$ cat src/rtl/pirq_pkg.sv
// Package: shared address map and fixed event positions for the port
// interrupt controller. Assumes a word-addressed bus with two address bits.
package pirq_pkg;
    localparam int ADDR_W        = 2;
    localparam logic [ADDR_W-1:0] A_STATUS  = 2'd0;
    localparam logic [ADDR_W-1:0] A_MASK    = 2'd1;
    localparam logic [ADDR_W-1:0] A_MASKSET = 2'd2;
    localparam logic [ADDR_W-1:0] A_MASKCLR = 2'd3;

    localparam int BIT_PORT_ERR  = 4;
    localparam int BIT_BWMGMT    = 11;
    localparam int BIT_LINK_UP   = 12;
    localparam int BIT_LINK_DOWN = 14;
    localparam int BIT_MSI_ERR   = 18;
    localparam int BIT_CPL_ABORT = 21;
    localparam int BIT_IDMAP_ERR = 22;
    localparam int BIT_CPL_TMO   = 23;
endpackage

$ cat src/rtl/pirq_src_latch.sv
// Module: per-source status capture. The low NUM_LEVEL bits mirror their
// inputs through one register. The higher bits latch on a rising edge and
// clear on a clear strobe; set wins over clear. Assumes sources are
// synchronous to clk.
module pirq_src_latch #(
    parameter int NUM_SRC   = 32,
    parameter int NUM_LEVEL = 4
) (
    input  logic               clk,
    input  logic               rst_n,
    input  logic [NUM_SRC-1:0] src_i,
    input  logic [NUM_SRC-1:0] clr_i,
    output logic [NUM_SRC-1:0] status_o
);
    logic [NUM_SRC-1:0] src_q;
    logic [NUM_SRC-1:0] rise;

    // Purpose: remember last source sample for edge detection
    always_ff @(posedge clk) begin
        if (!rst_n) src_q <= '0;
        else        src_q <= src_i;
    end

    assign rise = src_i & ~src_q;

    for (genvar i = 0; i < NUM_SRC; i++) begin : g_bit
        if (i < NUM_LEVEL) begin : g_level
            // Purpose: level bit follows its input, one register delay
            always_ff @(posedge clk) begin
                if (!rst_n) status_o[i] <= 1'b0;
                else        status_o[i] <= src_i[i];
            end

            // mirrored level, unaffected by clears
            p_level_mirror_r2: assert property (@(posedge clk) disable iff (!rst_n)
                $past(rst_n) |-> status_o[i] == $past(src_i[i]));
        end else begin : g_edge
            // Purpose: latch rising edge, clear on strobe, set has priority
            always_ff @(posedge clk) begin
                if (!rst_n)        status_o[i] <= 1'b0;
                else if (rise[i])  status_o[i] <= 1'b1;
                else if (clr_i[i]) status_o[i] <= 1'b0;
            end

            // an edge latches the bit
            p_edge_set_r3: assert property (@(posedge clk) disable iff (!rst_n)
                rise[i] |=> status_o[i]);

            // a clear without an edge empties the bit
            p_clear_r4: assert property (@(posedge clk) disable iff (!rst_n)
                (clr_i[i] && !rise[i]) |=> !status_o[i]);

            // a simultaneous edge and clear leave the bit set
            p_set_wins_r5: assert property (@(posedge clk) disable iff (!rst_n)
                (clr_i[i] && rise[i]) |=> status_o[i]);
        end
    end
endmodule

$ cat src/rtl/pirq_mask_reg.sv
// Module: mask register changed only through set and clear strobes.
// Set wins if both hit one bit. Assumes at most one strobe source per cycle
// from the decoder, but tolerates both.
module pirq_mask_reg #(
    parameter int NUM_SRC = 32
) (
    input  logic               clk,
    input  logic               rst_n,
    input  logic [NUM_SRC-1:0] set_i,
    input  logic [NUM_SRC-1:0] clr_i,
    output logic [NUM_SRC-1:0] mask_o
);
    // Purpose: apply set/clear strobes; reset masks everything
    always_ff @(posedge clk) begin
        if (!rst_n) mask_o <= '1;
        else        mask_o <= (mask_o & ~clr_i) | set_i;
    end

    // set strobes mask their bits
    p_mask_set_r6: assert property (@(posedge clk) disable iff (!rst_n)
        (set_i != '0) |=> ((mask_o & $past(set_i)) == $past(set_i)));

    // clear strobes unmask their bits
    p_mask_clr_r6: assert property (@(posedge clk) disable iff (!rst_n)
        (clr_i != '0) |=> ((mask_o & $past(clr_i & ~set_i)) == '0));

    // without strobes the mask holds
    p_mask_hold_r6: assert property (@(posedge clk) disable iff (!rst_n)
        (set_i == '0 && clr_i == '0) |=> $stable(mask_o));
endmodule

$ cat src/rtl/pirq_irq_out.sv
// Module: registered reduction of unmasked pending bits into one interrupt.
// Assumes status and mask are both registered upstream.
module pirq_irq_out #(
    parameter int NUM_SRC = 32
) (
    input  logic               clk,
    input  logic               rst_n,
    input  logic [NUM_SRC-1:0] status_i,
    input  logic [NUM_SRC-1:0] mask_i,
    output logic               irq_o
);
    logic [NUM_SRC-1:0] pend;
    assign pend = status_i & ~mask_i;

    // Purpose: register the OR of pending, unmasked sources
    always_ff @(posedge clk) begin
        if (!rst_n) irq_o <= 1'b0;
        else        irq_o <= |pend;
    end

    // no interrupt one cycle after nothing was pending
    p_irq_quiet_r7: assert property (@(posedge clk) disable iff (!rst_n)
        ((status_i & ~mask_i) == '0) |=> !irq_o);

    // interrupt one cycle after something was pending
    p_irq_fire_r7: assert property (@(posedge clk) disable iff (!rst_n)
        ((status_i & ~mask_i) != '0) |=> irq_o);
endmodule

$ cat src/rtl/pirq_ctrl.sv
// Module: top of the port interrupt controller. Decodes the register bus
// into clear, mask-set and mask-clear strobes and muxes read data.
// Assumes a single-cycle write strobe and combinational reads.
module pirq_ctrl
    import pirq_pkg::*;
#(
    parameter int NUM_SRC   = 32,
    parameter int NUM_LEVEL = 4
) (
    input  logic               clk,
    input  logic               rst_n,
    input  logic [NUM_SRC-1:0] src_i,
    input  logic               bus_we,
    input  logic [ADDR_W-1:0]  bus_addr,
    input  logic [NUM_SRC-1:0] bus_wdata,
    output logic [NUM_SRC-1:0] bus_rdata,
    output logic               irq_o
);
    logic [NUM_SRC-1:0] status;
    logic [NUM_SRC-1:0] mask;
    logic [NUM_SRC-1:0] st_clr;
    logic [NUM_SRC-1:0] mk_set;
    logic [NUM_SRC-1:0] mk_clr;

    // Purpose: turn bus writes into per-bit strobes
    always_comb begin
        st_clr = '0;
        mk_set = '0;
        mk_clr = '0;
        if (bus_we) begin
            unique case (bus_addr)
                A_STATUS:  st_clr = bus_wdata;
                A_MASKSET: mk_set = bus_wdata;
                A_MASKCLR: mk_clr = bus_wdata;
                default:   ;
            endcase
        end
    end

    pirq_src_latch #(.NUM_SRC(NUM_SRC), .NUM_LEVEL(NUM_LEVEL)) u_latch (
        .clk(clk), .rst_n(rst_n), .src_i(src_i), .clr_i(st_clr), .status_o(status));

    pirq_mask_reg #(.NUM_SRC(NUM_SRC)) u_mask (
        .clk(clk), .rst_n(rst_n), .set_i(mk_set), .clr_i(mk_clr), .mask_o(mask));

    pirq_irq_out #(.NUM_SRC(NUM_SRC)) u_irq (
        .clk(clk), .rst_n(rst_n), .status_i(status), .mask_i(mask), .irq_o(irq_o));

    // Purpose: read mux, status at its own address, mask elsewhere
    always_comb begin
        bus_rdata = (bus_addr == A_STATUS) ? status : mask;
    end

    // a direct write to the mask address changes nothing
    p_mask_wr_ignored_r6: assert property (@(posedge clk) disable iff (!rst_n)
        (bus_we && bus_addr == A_MASK) |=> $stable(mask));

    // the cycle after reset shows the reset state
    p_reset_state_r1: assert property (@(posedge clk)
        !rst_n |=> (status == '0 && mask == '1 && !irq_o));
endmodule

$ cat config.mk
export PLATFORM = sky130hd
export DESIGN_NAME = pirq_ctrl
export DESIGN_NICKNAME = d
export VERILOG_FILES = /design/src/rtl/pirq_pkg.sv /design/src/rtl/pirq_src_latch.sv /design/src/rtl/pirq_mask_reg.sv /design/src/rtl/pirq_irq_out.sv /design/src/rtl/pirq_ctrl.sv
export SDC_FILE = /design/constraint.sdc
export NUM_CORES = 1
export LEC_CHECK = 0
export ABC_AREA = 0
export BUFFER_PORTS_ARGS = -buffer_cell sky130_fd_sc_hd__buf_2
export CAP_MARGIN = 5
export CORE_MARGIN = 5
export CORE_UTILIZATION = 50
export CTS_BUF_LIST = sky130_fd_sc_hd__clkbuf_16
export CTS_CLUSTER_SIZE = 30
export DETAILED_ROUTE_END_ITERATION = 12
export HOLD_SLACK_MARGIN = 0.06
export PLACE_DENSITY = 0.8
export SYNTH_ARGS = -nofsm -noshare
export SYNTH_HDL_FRONTEND = slang
export SYNTH_SLANG_ARGS = --single-unit
$ cat constraint.sdc
create_clock -name clk -period 1.32 [get_ports clk]
set_clock_uncertainty 0.05 [all_clocks]
set_input_delay 0.066 -clock clk [delete_from_list [all_inputs] [get_ports clk]]
set_output_delay 0.066 -clock clk [all_outputs]
set_load 0.1 [all_outputs]
==> impl_metrics.json <==
{
  "outcome": "complete, no violations",
  "cts_buffers": 9,
  "grt_max_degree": 37,
  "hold_class": "in -> reg",
  "cp_data_required_time_ps": 1200,
  "num_vias": 3738,
  "drt_pass1_iterations": 5,
  "dpl.hpwl_um": 7280,
  "p_leak_nw": 2.50,
  "grt_pass1_wl_um": 18400,
  "slew_viol_final": 0,
  "cts_root_buffer": "clkbuf_16",
  "cp-end-kind": "output pin",
  "setup_viol": 0,
  "ys_top_cells_by_area": "dfxtp_1 (49%), mux2_2 (7.9%), o211ai_1 (6.3%), a21oi_1 (6.1%), inv_1 (6.0%)",
  "seq_area_frac_synth": 0.485,
  "gp_congestion": 0.885,
  "avgViaCountPerCell": 5.19,
  "ys_ff_latch": 93,
  "gr-total-overflow": 0,
  "wire_per_inst_um": 16.0,
  "ios": 102,
  "clk_pin_slew_ps": 60,
  "tns_ps": 0,
  "wirelength_um": 11500,
  "clock_path_buffers": 2,
  "insertedDiodeCount": 0,
  "post-route-min-period_ps": 1310,
  "final_cell_mix": "dfxtp_1 (93), buf_2 (69), dlygate4sd3_1 (64), inv_1 (61), nand2_1 (55)",
  "fp.dieH_um": 97.6,
  "syn_to_final_growth_pct": 44.6,
  "grt_pass1_vias": 3833,
  "wl_met3_um": 738,
  "io_buffers": 101,
  "hold_violations": 0,
  "drive_above_1_share": 0.270,
  "track_usage": 0.239,
  "worstMarginPinSlew_ps": 495,
  "postLayoutCoreUtil": 0.729,
  "syn_avg_cell_area_um2": 8.59,
  "ys_types": 20,
  "dieArea_um2": 9530,
  "die_x_um": 97.6,
  "finalCritPeriodShare": 0.989,
  "dr.max_layer_used": "met4",
  "worstSkewPairLatency_ps": 340,
  "crit_type": "reg -> out",
  "maxCapViolCount": 0,
  "core_area_um2": 7610,
  "rows": 32,
  "antenna_found_initial": 0,
  "clock-sinks": 93,
  "cts_tree": "yes",
  "cp.arrival_ps": 1190,
  "startpoint_type": "flip-flop",
  "initial_core_util": 0.505,
  "dr.first_iter.drc_count": 141,
  "post_cts_buffers": 0,
  "fill_cells": 527,
  "detail-route-antenna-nets": 0,
  "wl_met1_um": 4790,
  "yosysWarnings": 0,
  "drc": 0,
  "netlist_instances": 447,
  "synth_area_um2": 3840,
  "p_per_area_nw_per_um2": 1340,
  "layout_commonest_cell": "dfxtp_1",
  "ir_worst_vdd_uv": 874,
  "synth_top_area_frac": 0.485,
  "cp_max_fo": 3,
  "max_freq_mhz": 766,
  "max_slew_margin": 0.672,
  "nNetsFinal": 683,
  "synth_top_cell_by_area": "dfxtp_1",
  "cts-htree-levels": 3,
  "wl_met2_um": 5710,
  "syn-num-nets": 516
}
[cell usage after synthesis]
cell / n
o22ai_1: 16
and2_1: 33
mux2_2: 27
dfxtp_1: 93
nand3_1: 9
nor2_1: 28
buf_6: 2
mux2_1: 5
a31oi_1: 9
nand2_1: 55
inv_1: 61
nor3b_4: 1
nor2_2: 1
o211ai_1: 32
clkbuf_1: 13
a21oi_1: 47
buf_2: 5
a41oi_1: 1
buf_4: 5
nor4_1: 4
[power breakdown]
part	switching, mW	total, mW	leakage (nW)	internal, mW
clock	1.07	2.52	0.138	1.46
combinational	1.21	1.83	1.59	0.623
sequential	0.0994	3.08	0.772	2.98
total	2.38	7.44	2.50	5.06
[repair_timing]
action                                 4_1_cts  5_1_grt
endpoints found under the hold margin       92        0
setup endpoints to repair                   31       13
resized for setup                           31       13
hold buffers                                64        0
pin swaps                                    0        0
[worst max-delay path, cell delays in order (launching register included)]
cell,delay (ps)
dfxtp_1,340
mux2_2,280
buf_4,230
[sequential cells by signal, summed over array words and instances, names as in the netlist]
signal            count
u_irq.irq_o           1
u_latch.src_q        32
u_latch.status_o     28
u_mask.mask_o        32
[final cells by class]
class / count / area, um^2 / share of cell area
flip-flops and latches: 93 / 1860 / 0.336
repair buffers: 181 / 1420 / 0.255
clock buffers: 9 / 225 / 0.0406
inverters: 61 / 229 / 0.0413
clock inverters: 6 / 63.8 / 0.0115
well taps: 102 / 128 / 0.0230
multi-input cells: 268 / 1630 / 0.293
[metal layers]
layer  vias to the layer above  global-route usage
met5                         -                   0
met4                         0              0.0937
met2                       158               0.406
met1                      1719               0.290
li1                       1831                   -
met3                        30              0.0589
[kinds of logic (layout without fill, tap and decap cells)]
kind of cell / count (synthesis) / in the layout / synth area share
multiplexers: 32 / 32 / 0.0939
AO/OA/AOI/OAI: 105 / 105 / 0.167
AND/OR/NAND/NOR: 131 / 131 / 0.160
flip-flops: 93 / 93 / 0.485
buffers and inverters: 86 / 257 / 0.0945
[stage by stage]
step / instances / hold slack (ps) / power, mW / cell area [um^2] / setup WS, ps
floorplan: 447 / 138 / 4.32 / 3840 / 62.2
global placement: 641 / 225 / 4.68 / 4490 / 13.7
detailed placement: 641 / 227 / 4.70 / 4490 / -4.21
CTS: 720 / 156 / 7.40 / 5500 / 5.99
global route: 720 / 185 / 7.69 / 5550 / -1.53
finish: 720 / 174 / 7.44 / 5550 / 14.8
[final timing paths]
check	startpoint	to	slack (ps)	cells past startpoint
worst max-delay path	u_mask.mask_o[17]	bus_rdata[17]	10	2
worst min-delay path	rst_n	u_mask.mask_o[13]	170	3
worst max register to register	u_latch.status_o[15]	u_irq.irq_o	100	4
worst min register to register	u_latch.src_q[12]	u_latch.status_o[12]	440	3
No activity file was read; power rests on OpenSTA's default activity.
